$ cat src/rtl/chan_alloc_pkg.sv
// Shared types for the DMA channel allocator.
// Assumes: status codes are a fixed 2-bit encoding seen by requesters.
package chan_alloc_pkg;

    typedef enum logic [1:0] {
        ST_OK    = 2'd0,
        ST_NOENT = 2'd1,
        ST_IDRM  = 2'd2,
        ST_INVAL = 2'd3
    } alloc_status_e;

endpackage

$ cat src/rtl/chan_feature_filter.sv
// Narrows the free bitmap to the channels that have every requested feature.
// Assumes: CAPS row f is the capability set of feature bit f.
module chan_feature_filter #(
    parameter int NUM_CH = 15,
    parameter int FEAT_N = 4,
    parameter logic [FEAT_N-1:0][NUM_CH-1:0] CAPS = '0
) (
    input  logic [NUM_CH-1:0] free_map,
    input  logic [FEAT_N-1:0] feat,
    output logic [NUM_CH-1:0] cand
);

    logic [FEAT_N-1:0][NUM_CH-1:0] term;

    // Each requested feature contributes its mask; unrequested ones pass all.
    for (genvar f = 0; f < FEAT_N; f++) begin : g_term
        assign term[f] = feat[f] ? CAPS[f] : {NUM_CH{1'b1}};
    end

    // AND all terms with the free bitmap.
    always_comb begin
        cand = free_map;
        for (int f = 0; f < FEAT_N; f++) begin
            cand = cand & term[f];
        end
    end

endmodule

$ cat src/rtl/chan_lowest_pick.sv
// Finds the lowest set bit of a candidate vector.
// Assumes: idx is meaningful only when found is high.
module chan_lowest_pick #(
    parameter int NUM_CH = 15,
    parameter int CH_W   = 5
) (
    input  logic [NUM_CH-1:0] cand,
    output logic              found,
    output logic [CH_W-1:0]   idx
);

    // Scan downward so the lowest set bit is written last.
    always_comb begin
        idx = '0;
        for (int i = NUM_CH - 1; i >= 0; i--) begin
            if (cand[i]) idx = CH_W'(i);
        end
        found = |cand;
    end

endmodule

$ cat src/rtl/chan_free_bank.sv
// Holds the free-channel bitmap; applies one claim and one return mask per edge.
// Assumes: callers never claim and return the same channel in one cycle.
module chan_free_bank #(
    parameter int NUM_CH = 15,
    parameter logic [NUM_CH-1:0] INIT_FREE = '0
) (
    input  logic              clk,
    input  logic              rst_n,
    input  logic [NUM_CH-1:0] claim_mask,
    input  logic [NUM_CH-1:0] return_mask,
    output logic [NUM_CH-1:0] free_q
);

    // Reset load, then clear claimed bits and set returned bits.
    always_ff @(posedge clk) begin
        if (!rst_n) free_q <= INIT_FREE;
        else        free_q <= (free_q & ~claim_mask) | return_mask;
    end

endmodule

$ cat src/rtl/dma_chan_alloc.sv
// Top: feature-filtered DMA channel allocation and release with a registered response.
// Assumes: one operation per cycle; a release wins over a simultaneous allocation.
module dma_chan_alloc
    import chan_alloc_pkg::*;
#(
    parameter int NUM_CH = 15,
    parameter int FEAT_N = 4,
    parameter int CH_W   = $clog2(NUM_CH) + 1,
    parameter logic [NUM_CH-1:0] INIT_FREE  = 15'h0010,
    parameter logic [NUM_CH-1:0] CAP_FAST   = 15'h000C,
    parameter logic [NUM_CH-1:0] CAP_BULK   = 15'h0001,
    parameter logic [NUM_CH-1:0] CAP_NORMAL = 15'h00FE,
    parameter logic [NUM_CH-1:0] CAP_LITE   = 15'h7F00
) (
    input  logic              clk,
    input  logic              rst_n,
    input  logic              req_valid,
    output logic              req_ready,
    input  logic [FEAT_N-1:0] req_feat,
    input  logic              rel_valid,
    output logic              rel_ready,
    input  logic [CH_W-1:0]   rel_chan,
    output logic              rsp_valid,
    output logic              rsp_is_rel,
    output logic [1:0]        rsp_status,
    output logic [CH_W-1:0]   rsp_chan
);

    localparam logic [FEAT_N-1:0][NUM_CH-1:0] CAPS = {CAP_LITE, CAP_NORMAL, CAP_BULK, CAP_FAST};

    logic [NUM_CH-1:0] free_q;
    logic [NUM_CH-1:0] cand;
    logic [NUM_CH-1:0] claim_mask, return_mask, rel_onehot, grant_onehot;
    logic              found, acc_req, acc_rel, rel_in_range, rel_was_free;
    logic [CH_W-1:0]   pick_idx;
    alloc_status_e     nxt_status;
    logic [CH_W-1:0]   nxt_chan;

    chan_feature_filter #(.NUM_CH(NUM_CH), .FEAT_N(FEAT_N), .CAPS(CAPS)) u_filter (
        .free_map (free_q),
        .feat     (req_feat),
        .cand     (cand)
    );

    chan_lowest_pick #(.NUM_CH(NUM_CH), .CH_W(CH_W)) u_pick (
        .cand  (cand),
        .found (found),
        .idx   (pick_idx)
    );

    chan_free_bank #(.NUM_CH(NUM_CH), .INIT_FREE(INIT_FREE)) u_bank (
        .clk         (clk),
        .rst_n       (rst_n),
        .claim_mask  (claim_mask),
        .return_mask (return_mask),
        .free_q      (free_q)
    );

    // Handshake: releases always accepted, allocations only when no release is pending.
    assign rel_ready = 1'b1;
    assign req_ready = ~rel_valid;
    assign acc_rel   = rel_valid;
    assign acc_req   = req_valid & ~rel_valid;

    // Decode the release index and the grant into one-hot channel masks.
    always_comb begin
        rel_in_range = rel_chan < CH_W'(NUM_CH);
        rel_onehot   = rel_in_range ? (NUM_CH'(1) << rel_chan) : '0;
        rel_was_free = |(free_q & rel_onehot);
        grant_onehot = found ? (NUM_CH'(1) << pick_idx) : '0;
        claim_mask   = acc_req ? grant_onehot : '0;
        return_mask  = (acc_rel && !rel_was_free) ? rel_onehot : '0;
    end

    // Choose the status and channel field for the operation accepted this cycle.
    always_comb begin
        if (acc_rel) begin
            nxt_chan = rel_chan;
            if (!rel_in_range)     nxt_status = ST_INVAL;
            else if (rel_was_free) nxt_status = ST_IDRM;
            else                   nxt_status = ST_OK;
        end else begin
            nxt_chan   = found ? pick_idx : '0;
            nxt_status = found ? ST_OK : ST_NOENT;
        end
    end

    // Register the response for one cycle after acceptance.
    always_ff @(posedge clk) begin
        if (!rst_n) begin
            rsp_valid  <= 1'b0;
            rsp_is_rel <= 1'b0;
            rsp_status <= 2'd0;
            rsp_chan   <= '0;
        end else begin
            rsp_valid <= acc_req | acc_rel;
            if (acc_req | acc_rel) begin
                rsp_is_rel <= acc_rel;
                rsp_status <= nxt_status;
                rsp_chan   <= nxt_chan;
            end
        end
    end

endmodule

$ cat config.mk
export PLATFORM = sky130hd
export DESIGN_NAME = dma_chan_alloc
export DESIGN_NICKNAME = d
export VERILOG_FILES = /design/src/rtl/chan_alloc_pkg.sv /design/src/rtl/chan_feature_filter.sv /design/src/rtl/chan_lowest_pick.sv /design/src/rtl/chan_free_bank.sv /design/src/rtl/dma_chan_alloc.sv
export SDC_FILE = /design/constraint.sdc
export NUM_CORES = 1
export LEC_CHECK = 0
export BUFFER_PORTS_ARGS = -buffer_cell sky130_fd_sc_hd__buf_2
export CAP_MARGIN = 20
export CORE_UTILIZATION = 24
export CTS_CLUSTER_DIAMETER = 30
export DETAILED_ROUTE_END_ITERATION = 10
export PLACE_DENSITY = 0.49
export SLEW_MARGIN = 10
export SYNTH_ARGS = -nofsm -noshare
export SYNTH_HDL_FRONTEND = slang
export SYNTH_SLANG_ARGS = --single-unit
$ cat constraint.sdc
create_clock -name clk -period 2.4 [get_ports clk]
set_input_delay 0.24 -clock clk [delete_from_list [all_inputs] [get_ports clk]]
set_output_delay 0.24 -clock clk [all_outputs]
set_load 0.005 [all_outputs]
==> run summary <==
The flow ran to the end, and the final reports show no timing, DRC or antenna violations. For the worst setup path, the data arrival time is 2.23 ns. The number of synthesized flops with an enable pin was 0.

The tools report the master cell of the clock root buffer as sky130_fd_sc_hd__clkbuf_8. The post-synthesis sequential element count came out at 24. The via count of the first global-routing pass was 1,583; the highest fanout seen on the critical path was 5.

The run gives 1660 µm² as the combined area of all synthesized cells. The register clock-pin slew on the reported worst setup and hold paths works out to 0.09 ns. In this run the tightest slew margin relative to its limit is 65.9%.

Port buffering added 22 buffers. Leaving out fill and tap cells, the most frequent cell in the layout is sky130_fd_sc_hd__dfxtp_1. The path class of the tightest hold or removal check is input port to register. The worst path uses 85.9% of the clock period. In this run the core area contains 29 standard-cell rows. Based on the critical path, the design can be clocked at up to 0.485 GHz. Across all setup checks in the final design, the least slack found is 0.338 ns.

The post-CTS resize count came out at 0. The number of cells produced by synthesis is 211, and the area of the die is 7240 µm². Once layout is complete, the utilization of the core stands at 29.3%.

The logs give 29.0% for the sequential fraction of the synthesis area and 4 for the first-pass iteration count of the detailed router. Power comes to 1.02 mW. After legalization and detailed placement, the total HPWL measured 3.92 mm. The worst hold path begins at req_valid.

The final-report hold violation count came out at 0. Power spread over the standard cell area amounts to 535 nW/µm². The final clock skew is 0.0107 ns, and the count of buffers added by post-CTS timing repair for setup is 0.

The setup slack of the worst register-to-register path came out at 0.34 ns. The type of destination of the critical path was a register. The total overflow reported by the global router was 0. The first global-routing pass estimated 8.06 mm of wire. VDD sags by at most 0.254 mV. Setup violations remaining at the end of the flow were counted as 0. Wires add up to 5.00 mm. In the layout the commonest cells are sky130_fd_sc_hd__dfxtp_1, sky130_fd_sc_hd__nand2_1, sky130_fd_sc_hd__buf_2, sky130_fd_sc_hd__o21ai_0, sky130_fd_sc_hd__a21oi_1.

The die is 85.1 µm wide. For this configuration, the core starts out at a cell density of 25.5%. The average wire per standard cell was 16.3 µm; the shortest clock period the worst path allows after layout was 2.06 ns. In this run the critical register-to-register path is captured at u_bank.free_q[14]. Walking the worst path, the cells encountered are or4_1, inv_1, nand3_1, or4_1, o21ai_0, a21boi_1. The most used flip-flop cell after synthesis is sky130_fd_sc_hd__dfxtp_1. The clock net in this run drives a total of 24 sinks.

The tool flagged a number of max-cap violations equal to 0. STA puts the critical path data required time at 2.56 ns. The area growth from synthesis to layout is 15.0%. The setup path with the least slack is of type register to register.

The distinct cell type count of the synthesized netlist is 57, and the TritonCTS buffer count is 3. Entering global routing, the biggest net connects 30 pins. Counting along the longest clock path gives a buffer depth of 2.

Once detail routing completed, the nets flagged for antenna violations numbered 0. The number of inserted diodes came out at 0. Worst-path cell with the longest stage delay: sky130_fd_sc_hd__or4_1. At the pin with the least slew margin, the transition time is 0.505 ns. The number of ports placed on the die boundary is 24, and the number of cells on the worst reg-to-reg path is 6. The tools report the DRC violation count after routing as 0. All-layer global routing usage: 14.2%. The run gives 0.857 as the global placer's final weighted congestion. The tools report the count of final max-slew check failures as 0. The worst setup path is launched from a register.

Post-synthesis net count: 224. The worst hold path passes through 2 cells. For hold timing, the worst endpoint is rsp_valid. The largest single stage delay on the critical path is 0.57 ns. The number of H-tree levels came out at 1. The startpoint identified for the worst register-to-register timing path is u_bank.free_q[9]. For the number of nets in the final layout, the log shows 244. From bottom edge to top edge, the die measures 85.1 µm. The logs give 0.27 ns for the insertion delay to the later sink of the worst-skew pair and 6490 µm² for the core box area. The initial antenna violation count was 0. The final route contains 1,682 vias. Setup repair after global routing left no endpoint under its margin. In this run, post-CTS hold repair placed 0 buffers.

The fraction of registers with async set/reset works out to 0%. The run gives 0 ns as the final sum of negative setup slack. In the final layout, the share of cells above drive strength 1 is 19.1%. In this run the static leakage power is 0.673 nW. Yosys printed 0 warnings.

The average via count per standard cell was 5.48. The setup slack after placement came out at 0.221 ns. The cell that appears most often on the critical path is sky130_fd_sc_hd__or4_1.

TritonCTS built the clock tree. After synthesis, the mean cell area works out to 7.85 µm². The tools report the first-iteration detailed-routing DRC count as 134.
-- critical path: cells and delay by family (launching register included) --
kind	cells	cell delay, ns
simple gates	3	1.17
compound gates	2	0.34
flops	1	0.37
buf+inv	1	0.10
-- synthesized netlist by cell type (3+ instances only) --
library cell	instances	area, µm²
sky130_fd_sc_hd__nand2_1	23	86.3
sky130_fd_sc_hd__nor2b_1	5	31.3
sky130_fd_sc_hd__buf_2	3	15.0
sky130_fd_sc_hd__nand3_1	8	40.0
sky130_fd_sc_hd__o21ai_0	15	75.1
sky130_fd_sc_hd__inv_1	4	15.0
sky130_fd_sc_hd__or4_1	3	22.5
sky130_fd_sc_hd__mux2i_1	3	30.0
sky130_fd_sc_hd__o311ai_0	3	26.3
sky130_fd_sc_hd__o21a_1	4	30.0
sky130_fd_sc_hd__clkbuf_1	6	22.5
sky130_fd_sc_hd__a31oi_1	3	18.8
sky130_fd_sc_hd__nor3b_1	8	60.1
sky130_fd_sc_hd__nor3_1	4	20.0
sky130_fd_sc_hd__a21oi_1	10	50.1
sky130_fd_sc_hd__or3_1	9	56.3
sky130_fd_sc_hd__and2_1	3	18.8
sky130_fd_sc_hd__nor4_1	4	25.0
sky130_fd_sc_hd__nand2b_1	4	25.0
sky130_fd_sc_hd__nand4_1	4	25.0
sky130_fd_sc_hd__or2_2	3	18.8
sky130_fd_sc_hd__o211ai_1	5	37.5
sky130_fd_sc_hd__o31ai_1	3	22.5
sky130_fd_sc_hd__dfxtp_1	24	480
sky130_fd_sc_hd__nor2_1	8	30.0
-- metrics by stage --
stage | hold slack, ns | cell area (µm²) | cells
after floorplan | 0.407 | 1660 | 211
after global placement | 0.464 | 1830 | 303
after detailed placement | 0.470 | 1830 | 303
after CTS | 0.326 | 1900 | 307
after global routing | 0.330 | 1900 | 307
final | 0.327 | 1900 | 307
-- cell families after synthesis --
kind of cell | count (synthesis) | synth area share [%]
simple gates | 95 | 32.0
other cells | 1 | 0.226
buf+inv | 18 | 5.66
mux | 7 | 4.98
flops | 24 | 29.0
compound gates | 66 | 28.1
-- worst max path at each step --
stage,startpoint,depth (start not counted),to
detailed placement,rel_chan[2],7,u_bank.free_q[0]
global route,u_bank.free_q[9],6,u_bank.free_q[14]
finish,u_bank.free_q[9],6,u_bank.free_q[14]
global placement,rel_chan[2],7,u_bank.free_q[0]
CTS,u_bank.free_q[9],6,u_bank.free_q[14]
floorplan,u_bank.free_q[9],6,u_bank.free_q[12]
-- power breakdown --
part	switching, mW	leakage (nW)	internal [mW]
clock network	0.134	0.0357	0.223
logic	0.121	0.441	0.0848
registers	0.0321	0.196	0.425
-- state kept, by name (all words and copies together) (netlist names) --
signal / cells
u_bank.free_q: 15
rsp_chan: 5
rsp_status: 2
rsp_is_rel: 1
rsp_valid: 1
-- layout make-up --
type	count	area, µm²
Clock buffer	3	41.3
Sequential cell	24	480
Fill cell	706	4590
Clock inverter	1	30.0
Tap cell	77	96.3
Timing Repair Buffer	28	155
Inverter	5	18.8
Multi-Input combinational cell	169	1080
-- per-layer routing --
metal | wire length (µm) | share of wire, % | global-route usage [%]
met1 | 2540 | 51 | 20.6
met2 | 2200 | 44 | 21.3
met3 | 209 | 4.2 | 1.85
met4 | 51 | 1.0 | 5.39
met5 | 0 | 0 | 0
Power figures use the tool's default switching activity.
